### src/rtl/pwr_mgr_pkg.sv
package pwr_mgr_pkg;
  typedef enum logic [2:0] {
    ST_WORK,
    ST_IDLE,
    ST_SHUT,
    ST_SLEEP,
    ST_WAKE
  } pm_state_e;

  localparam logic POL_TIMEOUT = 1'b0;
  localparam logic POL_PREDICT = 1'b1;

  function automatic logic [1:0] state_code(pm_state_e s);
    case (s)
      ST_WORK:  return 2'd0;
      ST_IDLE:  return 2'd1;
      ST_WAKE:  return 2'd3;
      default:  return 2'd2;
    endcase
  endfunction
endpackage

### src/rtl/pwr_sat_cnt.sv
module pwr_sat_cnt #(
  parameter int W = 8
) (
  input  logic         clk_i,
  input  logic         rst_ni,
  input  logic         clr_i,
  input  logic         inc_i,
  output logic [W-1:0] q_o
);
  // clear and increment together load 1
  always_ff @(posedge clk_i or negedge rst_ni) begin
    if (!rst_ni)                q_o <= '0;
    else if (clr_i)             q_o <= W'(inc_i);
    else if (inc_i && !(&q_o))  q_o <= q_o + 1'b1;
  end
endmodule

### src/rtl/pwr_tau_adapt.sv
module pwr_tau_adapt #(
  parameter int W = 16
) (
  input  logic [W-1:0] tau_i,
  input  logic [W-1:0] idle_len_i,
  input  logic [W-1:0] tau_min_i,
  input  logic [W-1:0] tau_max_i,
  output logic [W-1:0] tau_nxt_o
);
  logic [W:0]   dbl;
  logic [W-1:0] half;

  assign dbl  = {tau_i, 1'b0};
  assign half = tau_i >> 1;

  always_comb begin
    if ({1'b0, idle_len_i} > dbl)
      tau_nxt_o = (dbl > {1'b0, tau_max_i}) ? tau_max_i : dbl[W-1:0];
    else if (idle_len_i < tau_i)
      tau_nxt_o = (half < tau_min_i) ? tau_min_i : half;
    else
      tau_nxt_o = tau_i;
  end
endmodule

### src/rtl/pwr_mgr_top.sv
module pwr_mgr_top
  import pwr_mgr_pkg::*;
#(
  parameter int CNT_W = 16,
  parameter int DLY_W = 16,
  parameter int SLP_W = 16
) (
  input  logic             clk_i,
  input  logic             rst_ni,
  input  logic             policy_i,
  input  logic             adapt_en_i,
  input  logic [CNT_W-1:0] tau_init_i,
  input  logic [CNT_W-1:0] tau_min_i,
  input  logic [CNT_W-1:0] tau_max_i,
  input  logic [CNT_W-1:0] theta_i,
  input  logic [DLY_W-1:0] t_sd_i,
  input  logic [DLY_W-1:0] t_wu_i,
  input  logic             req_valid_i,
  input  logic             dev_busy_i,
  output logic             req_ready_o,
  output logic [1:0]       state_o,
  output logic             shutdown_o,
  output logic             wakeup_o,
  output logic             sleep_pulse_o,
  output logic [SLP_W-1:0] sleep_count_o,
  output logic [CNT_W-1:0] tau_o
);
  localparam int DW1 = DLY_W + 1;

  pm_state_e        st_q, st_d;
  logic             act, pend_q, pulse_q, go_sleep, upd;
  logic             tau_own_q;
  logic [CNT_W-1:0] tau_q, tau_eff, tau_nxt;
  logic [CNT_W-1:0] busy_q, idle_q;
  logic [DLY_W-1:0] dly_q;
  logic [DLY_W:0]   dly_nx;
  logic             sd_done, wu_done, st_chg;

  assign act     = req_valid_i | dev_busy_i;
  assign dly_nx  = {1'b0, dly_q} + DW1'(1);
  assign sd_done = dly_nx >= {1'b0, t_sd_i};
  assign wu_done = dly_nx >= {1'b0, t_wu_i};
  assign st_chg  = (st_d != st_q);
  assign tau_eff = tau_own_q ? tau_q : tau_init_i;

  always_comb begin
    st_d     = st_q;
    go_sleep = 1'b0;
    upd      = 1'b0;
    case (st_q)
      ST_WORK: if (!act) begin
        if (policy_i == POL_PREDICT && busy_q < theta_i) st_d = ST_SHUT;
        else                                             st_d = ST_IDLE;
      end
      ST_IDLE: if (act) begin
        st_d = ST_WORK;
        upd  = 1'b1;
      end else if (policy_i == POL_TIMEOUT && idle_q >= tau_eff) begin
        st_d = ST_SHUT;
      end
      ST_SHUT: if (sd_done) begin
        go_sleep = 1'b1;
        if (pend_q || act) begin
          st_d = ST_WAKE;
          upd  = 1'b1;
        end else begin
          st_d = ST_SLEEP;
        end
      end
      ST_SLEEP: if (act) begin
        st_d = ST_WAKE;
        upd  = 1'b1;
      end
      ST_WAKE: if (wu_done) st_d = ST_WORK;
      default: st_d = ST_WORK;
    endcase
  end

  always_ff @(posedge clk_i or negedge rst_ni) begin
    if (!rst_ni) begin
      st_q      <= ST_WORK;
      pend_q    <= 1'b0;
      pulse_q   <= 1'b0;
      tau_own_q <= 1'b0;
      tau_q     <= '0;
    end else begin
      st_q    <= st_d;
      pend_q  <= (st_q == ST_SHUT) && (st_d == ST_SHUT) && (pend_q || act);
      pulse_q <= go_sleep;
      if (!adapt_en_i) begin
        tau_own_q <= 1'b0;
      end else if (upd && policy_i == POL_TIMEOUT) begin
        tau_own_q <= 1'b1;
        tau_q     <= tau_nxt;
      end
    end
  end

  pwr_sat_cnt #(.W(CNT_W)) u_busy_cnt (
    .clk_i (clk_i),
    .rst_ni(rst_ni),
    .clr_i ((st_q == ST_IDLE) || (st_q == ST_WAKE)),
    .inc_i (act && ((st_q == ST_WORK) || (st_q == ST_IDLE))),
    .q_o   (busy_q)
  );

  // counts inactive edges from end of busy until the next request
  pwr_sat_cnt #(.W(CNT_W)) u_idle_cnt (
    .clk_i (clk_i),
    .rst_ni(rst_ni),
    .clr_i (st_q == ST_WORK),
    .inc_i (!act && !pend_q && (st_q != ST_WAKE)),
    .q_o   (idle_q)
  );

  pwr_sat_cnt #(.W(DLY_W)) u_dly_cnt (
    .clk_i (clk_i),
    .rst_ni(rst_ni),
    .clr_i (st_chg),
    .inc_i (!st_chg),
    .q_o   (dly_q)
  );

  pwr_sat_cnt #(.W(SLP_W)) u_sleep_cnt (
    .clk_i (clk_i),
    .rst_ni(rst_ni),
    .clr_i (1'b0),
    .inc_i (go_sleep),
    .q_o   (sleep_count_o)
  );

  pwr_tau_adapt #(.W(CNT_W)) u_tau (
    .tau_i     (tau_eff),
    .idle_len_i(idle_q),
    .tau_min_i (tau_min_i),
    .tau_max_i (tau_max_i),
    .tau_nxt_o (tau_nxt)
  );

  assign state_o       = state_code(st_q);
  assign req_ready_o   = (st_q == ST_WORK) || (st_q == ST_IDLE);
  assign shutdown_o    = (st_q == ST_SHUT);
  assign wakeup_o      = (st_q == ST_WAKE);
  assign sleep_pulse_o = pulse_q;
  assign tau_o         = tau_eff;
endmodule

### config.mk
export PLATFORM = sky130hd
export DESIGN_NAME = pwr_mgr_top
export DESIGN_NICKNAME = d
export VERILOG_FILES = /design/src/rtl/pwr_mgr_pkg.sv /design/src/rtl/pwr_sat_cnt.sv /design/src/rtl/pwr_tau_adapt.sv /design/src/rtl/pwr_mgr_top.sv
export SDC_FILE = /design/constraint.sdc
export NUM_CORES = 1
export LEC_CHECK = 0
export BUFFER_PORTS_ARGS = -buffer_cell sky130_fd_sc_hd__buf_2
export CELL_PAD_IN_SITES_DETAIL_PLACEMENT = 2
export CELL_PAD_IN_SITES_GLOBAL_PLACEMENT = 2
export CORE_ASPECT_RATIO = 1.25
export CORE_UTILIZATION = 34
export DETAILED_ROUTE_END_ITERATION = 10
export MAX_ROUTING_LAYER = met4
export PLACE_DENSITY_LB_ADDON = 0.1
export SYNTH_ARGS = -nofsm -noshare
export SYNTH_HDL_FRONTEND = slang
export SYNTH_SLANG_ARGS = --single-unit
export TNS_END_PERCENT = 1
### constraint.sdc
create_clock -name clk_i -period 5.2 [get_ports clk_i]
set_clock_uncertainty 0.15 [all_clocks]
set_input_delay 0.26 -clock clk_i [delete_from_list [all_inputs] [get_ports clk_i]]
set_output_delay 0.26 -clock clk_i [all_outputs]
set_load 0.005 [all_outputs]
* Word level (Yosys, flattened, before mapping)
Index checks and enable logic that the tools add are counted.
Word-level totals: register bits 86, input port bits 102, output and inout bits 38
Cells by class: add/subtract/negate cells 5, order comparisons 8, equal/unequal tests 8, mux-type cells 29, bitwise logic cells 2, reductions and logical operators 32
Operators with widths (number):
- $mux 16 | 11
- $add 16x1->16 const B | 4
- $reduce_and 16->1 | 4
- $ge 17x16->1 | 2
- $lt 16x16->1 | 2
- $mux 3 | 7
- $add 16x1->17 const B | 1
- $gt 16x17->1 | 1
- $gt 17x16->1 | 1
- $ge 16x16->1 | 1
- $lt 15x16->1 | 1
- $pmux 3 s5 | 1
- $logic_and 1x1->1 | 12
- $eq 3x2->1 const B | 3
- $logic_not 1->1 | 7
- $mux 1 | 7
- $pmux 2 s3 | 1
- $reduce_bool 2->1 | 3
- $eq 3x1->1 const B | 1
- $eq 3x3->1 const B | 1
- $logic_not 3->1 | 1
- $logic_or 1x1->1 | 3
- $ne 3x3->1 | 1
- $ne 3x3->1 const B | 1
- other kinds (7) | 7

* Longest topological paths before layout
depth in word-level cells 11, depth in mapped cells 15, gate-level depth less buffers 14

* Hierarchy
Synthesis repeated with hierarchy kept, for this count alone.
Second synthesis, totals: cell total of the unflattened synthesis 1013, area total of the unflattened synthesis 8774.7 sq um
By module, submodules not included:
- pwr_sat_cnt | instances 4, cells an instance 91, area each 888.4 sq um, sequential area each 400.4 sq um
- pwr_mgr_top | instances 1, cells an instance 359, area each 3031.7 sq um, sequential area each 550.5 sq um
- pwr_tau_adapt | instances 1, cells an instance 290, area each 2189.6 sq um, sequential area each 0.0 sq um

* Worst setup path before layout
OpenSTA, ideal clock, no wires.
kind register to register, start register tau_own_q, end register tau_q[4], setup time 130 ps, data arrival time 3384 ps, data required time 4920 ps, setup slack 1537 ps, stages on the path, launching flop included 15, clock period less this slack 3663 ps, cell sequence dfrtp_1 -> buf_6 -> clkbuf_1 -> mux2i_1 -> inv_1 -> ha_1 -> a211oi_1 -> nor2_1 -> o21a_1 -> a2111oi_0 -> o41ai_2 -> buf_6 -> mux2i_1 -> a21oi_1 -> a31oi_1
Between the ends: longest elaborated chain between the ends 5
Ends and longest elaborated chain:
- start, declared | RTL line pwr_mgr_top.sv:32 | logic tau_own_q;
- start signal, assigned | RTL line pwr_mgr_top.sv:84 | tau_own_q <= 1'b0;
- start signal, assigned | RTL line pwr_mgr_top.sv:91 | tau_own_q <= 1'b0;
- start signal, assigned | RTL line pwr_mgr_top.sv:93 | tau_own_q <= 1'b1;
- $mux 16 (*) | RTL line pwr_mgr_top.sv:44 | assign tau_eff = tau_own_q ? tau_q : tau_init_i;
- named net tau_o[10] | RTL line pwr_mgr_top.sv:26 | output logic [CNT_W-1:0] tau_o
- $lt 15x16->1 | RTL line pwr_tau_adapt.sv:20 | tau_nxt_o = (half < tau_min_i) ? tau_min_i : half;
- $mux 16 | RTL line pwr_tau_adapt.sv:20
- $mux 16 | RTL line pwr_tau_adapt.sv:19 | else if (idle_len_i < tau_i)
- $mux 16 (*) | RTL line pwr_tau_adapt.sv:17 | if ({1'b0, idle_len_i} > dbl)
- end signal, assigned | RTL line pwr_mgr_top.sv:94 | tau_q <= tau_nxt;
- end, declared | RTL line pwr_mgr_top.sv:33 | logic [CNT_W-1:0] tau_q, tau_eff, tau_nxt;
The timed path passes the listed nets; every way through them passes the cells marked *. A chain may end at the register's enable or synchronous reset.

* Worst setup path after layout
start register tau_own_q, end register tau_q[0]
Between the ends: longest elaborated chain between the ends 5
Ends and longest elaborated chain (RTL line):
- $mux 16 (*) | pwr_mgr_top.sv:44
- $lt 15x16->1 | pwr_tau_adapt.sv:20
- $mux 16 | pwr_tau_adapt.sv:20
- $mux 16 | pwr_tau_adapt.sv:19
- $mux 16 (*) | pwr_tau_adapt.sv:17
Every way passes the cells marked *; elsewhere a longest branch is shown, timed or not.

==> impl_metrics.toml <==
[status]
status = "finished, final reports clean"

[timing]
fin_crit_ps = 4420
relSlewSlack = 0.347
setup_ws_ps = 775
fmax_mhz = 226
slew_violations = 0
worst_pin_slew_ps = 955
finalSetupTns_ps = 0
holdWs_ps = 46.3
setup_viol = 0
rsz0062_at_grt = "no"
post-route-period-util = 0.851
hold_viol = 0

[setup_path]
rrSetupSlack_ps = 780
crit_chain = "mux2i_1 -> buf_4 -> inv_1 -> ha_1 -> a211oi_1 -> nor2_1 -> o21a_1 -> a2111oi_0 -> o41ai_4 -> buf_4 -> mux2i_1 -> a221oi_1 -> mux2_2"
critPathArrivalTime_ps = 4510
cp.required_ps = 5290
timing.rr.end = "tau_q[0]"
path_depth = 13
startpoint_type = "flip-flop"
worst-path-buf-inv = 3
path_delay_family = "compound AO/OA/AOI/OAI gates"
worstSetupPathType = "reg -> reg"
crit_fanout = 15
end_kind = "flip-flop"
rr_startpoint = "tau_own_q"
reg2reg_depth = 13
cp_slowest_cell = "dfrtp_1"
max_stage_delay_ps = 960

[grt]
antenna_found_initial = 0
grt_pass1_wl_um = 40600
grt_max_degree = 52
grt.total_usage = 0.235
grt.overflow.total = 0
first_global_vias = 7876

[synth]
mappedNetlistArea_um2 = 7560
synth_seq_cells = 86
synth_common_cells = "ha_1, inv_1, nor2_1"
synthTopCellsByArea = "dfrtp_1, ha_1, inv_1, nor2_1, mux2i_1"
synth_cells = 892
ys_warn_count = 0
ys_seq_area_frac = 0.285
ys_async_sr_fraction = 1.00
synth_top_area_share = 0.285
synth.distinct_cells = 64
syn_area_per_cell_um2 = 8.48
yosysMostFrequentCell = "ha_1"
synth_flop_cell = "dfrtp_1"
synth_top_area_cell = "dfrtp_1"
synth-edff-count = 0
syn-num-nets = 1105

[routing]
drt_iter0_drc = 180
vias = 7176
dr.pass1.iters = 4
routed_wl_um = 25000
drtAntennaViolNets = 0
wl_per_cell_um = 18.9
via_per_inst = 5.41
drc = 0

[cts]
post_cts_buffers = 0
clock_latency_ps = 360
cts_root_buf = "clkbuf_16"
tritoncts = "done"
cts.sinks = 86
clockBufferDepth = 2
cts_made_buffers = 9
cts.clk_slew.worst_paths_ps = 60
htreeDepth = 3

[min_path]
min_to = "tau_own_q"
hold_start = "adapt_en_i"
hold_class = "in -> reg"
hold_depth = 2

[place]
hpwl_um = 19800
pre_cts_slack_ps = 776
port_buffers = 139
place_congestion = 0.810

[floorplanning]
die_w_um = 135
core.rowCount = 60
initial_core_util = 0.349
die_h_um = 169
core_um2 = 21700
die-area_um2 = 22800
ios = 140

[power_and_ir_drop]
vdd_drop_max_uv = 159
power.density_nw_per_um2 = 277
leakage_nw = 4.59

[flow_run]
maxCapViolCount = 0

[layout]
drive_gt1_frac = 0.191
nets = 1256
nFillCells = 2548
syn2layout_area_growth_pct = 18.9
antenna_cells = 0
==> metrics by stage <==
stage | cells | utilization | area, um2 | power [mW]
global route | 1327 | 0.414 | 8990 | 2.67
global placement | 1310 | 0.400 | 8680 | 1.81
CTS | 1327 | 0.414 | 8990 | 2.54
floorplan | 892 | - | 7560 | 1.49
finish | 1327 | 0.414 | 8990 | 2.49
detailed placement | 1310 | 0.400 | 8680 | 1.86
==> how the worst max path moves through the flow <==
stage	endpoint	from
2_1_floorplan	tau_q[4]	tau_own_q
3_3_place_gp	tau_q[0]	tau_own_q
3_5_place_dp	tau_q[0]	tau_own_q
4_1_cts	tau_q[0]	tau_own_q
5_1_grt	tau_q[8]	tau_own_q
6_report	tau_q[0]	tau_own_q
==> per-layer routing <==
layer  vias to the layer above  GRT usage  routed length (um)
li1                       3455          -                   -
met1                      3572      0.272               10900
met2                       122      0.425               13000
met3                        27     0.0198                 623
met4                         0     0.0708                 520
met5                         -          -                   0
==> kinds of logic after synthesis <==
kind of cell / synth area share
and+or+nand+nor: 0.198
adders and majority gates: 0.184
AOI/OAI and AO/OA: 0.153
DFF: 0.285
xor gates and xnor gates: 0.0649
muxes: 0.0503
buffers and inverters: 0.0655
==> state kept, by name, summed over array words and instances, names as in the netlist <==
register,cells
tau_own_q,1
st_q,3
u_idle_cnt.q_o,16
pend_q,1
tau_q,16
u_busy_cnt.q_o,16
sleep_pulse_o,1
u_dly_cnt.q_o,16
u_sleep_cnt.q_o,16
==> placed cells by master (no fill, tap or decap), types with 28 or more instances in the layout <==
cell	n
buf_2	138
ha_1	111
inv_1	102
nor2_1	99
dfrtp_1	86
nand2_1	59
a21oi_1	45
xnor2_1	31
mux2i_1	31
nor3_1	30
nand4_1	29
nand3_1	28
==> cell type report <==
| cell class | count | area, um2 | area share |
|---|---|---|---|
| inverter | 102 | 383 | 0.0426 |
| clock inverter | 7 | 67.6 | 0.00752 |
| tap | 279 | 349 | 0.0388 |
| multi-input combinational | 682 | 4940 | 0.549 |
| clock buffer | 9 | 225 | 0.0251 |
| timing repair buffer | 162 | 873 | 0.0972 |
| sequential | 86 | 2150 | 0.239 |
==> power by group <==
part | total, mW | internal, mW | switching [mW]
Sequential | 0.905 | 0.781 | 0.124
Clock | 0.656 | 0.335 | 0.321
Combinational | 0.932 | 0.391 | 0.541
Total | 2.49 | 1.51 | 0.986
==> timing repair <==
action	in CTS	in global routing
hold buffers	1	0
endpoints found under the hold margin	50	0
resized for setup	0	0
(Power assumes the default switching activity.)
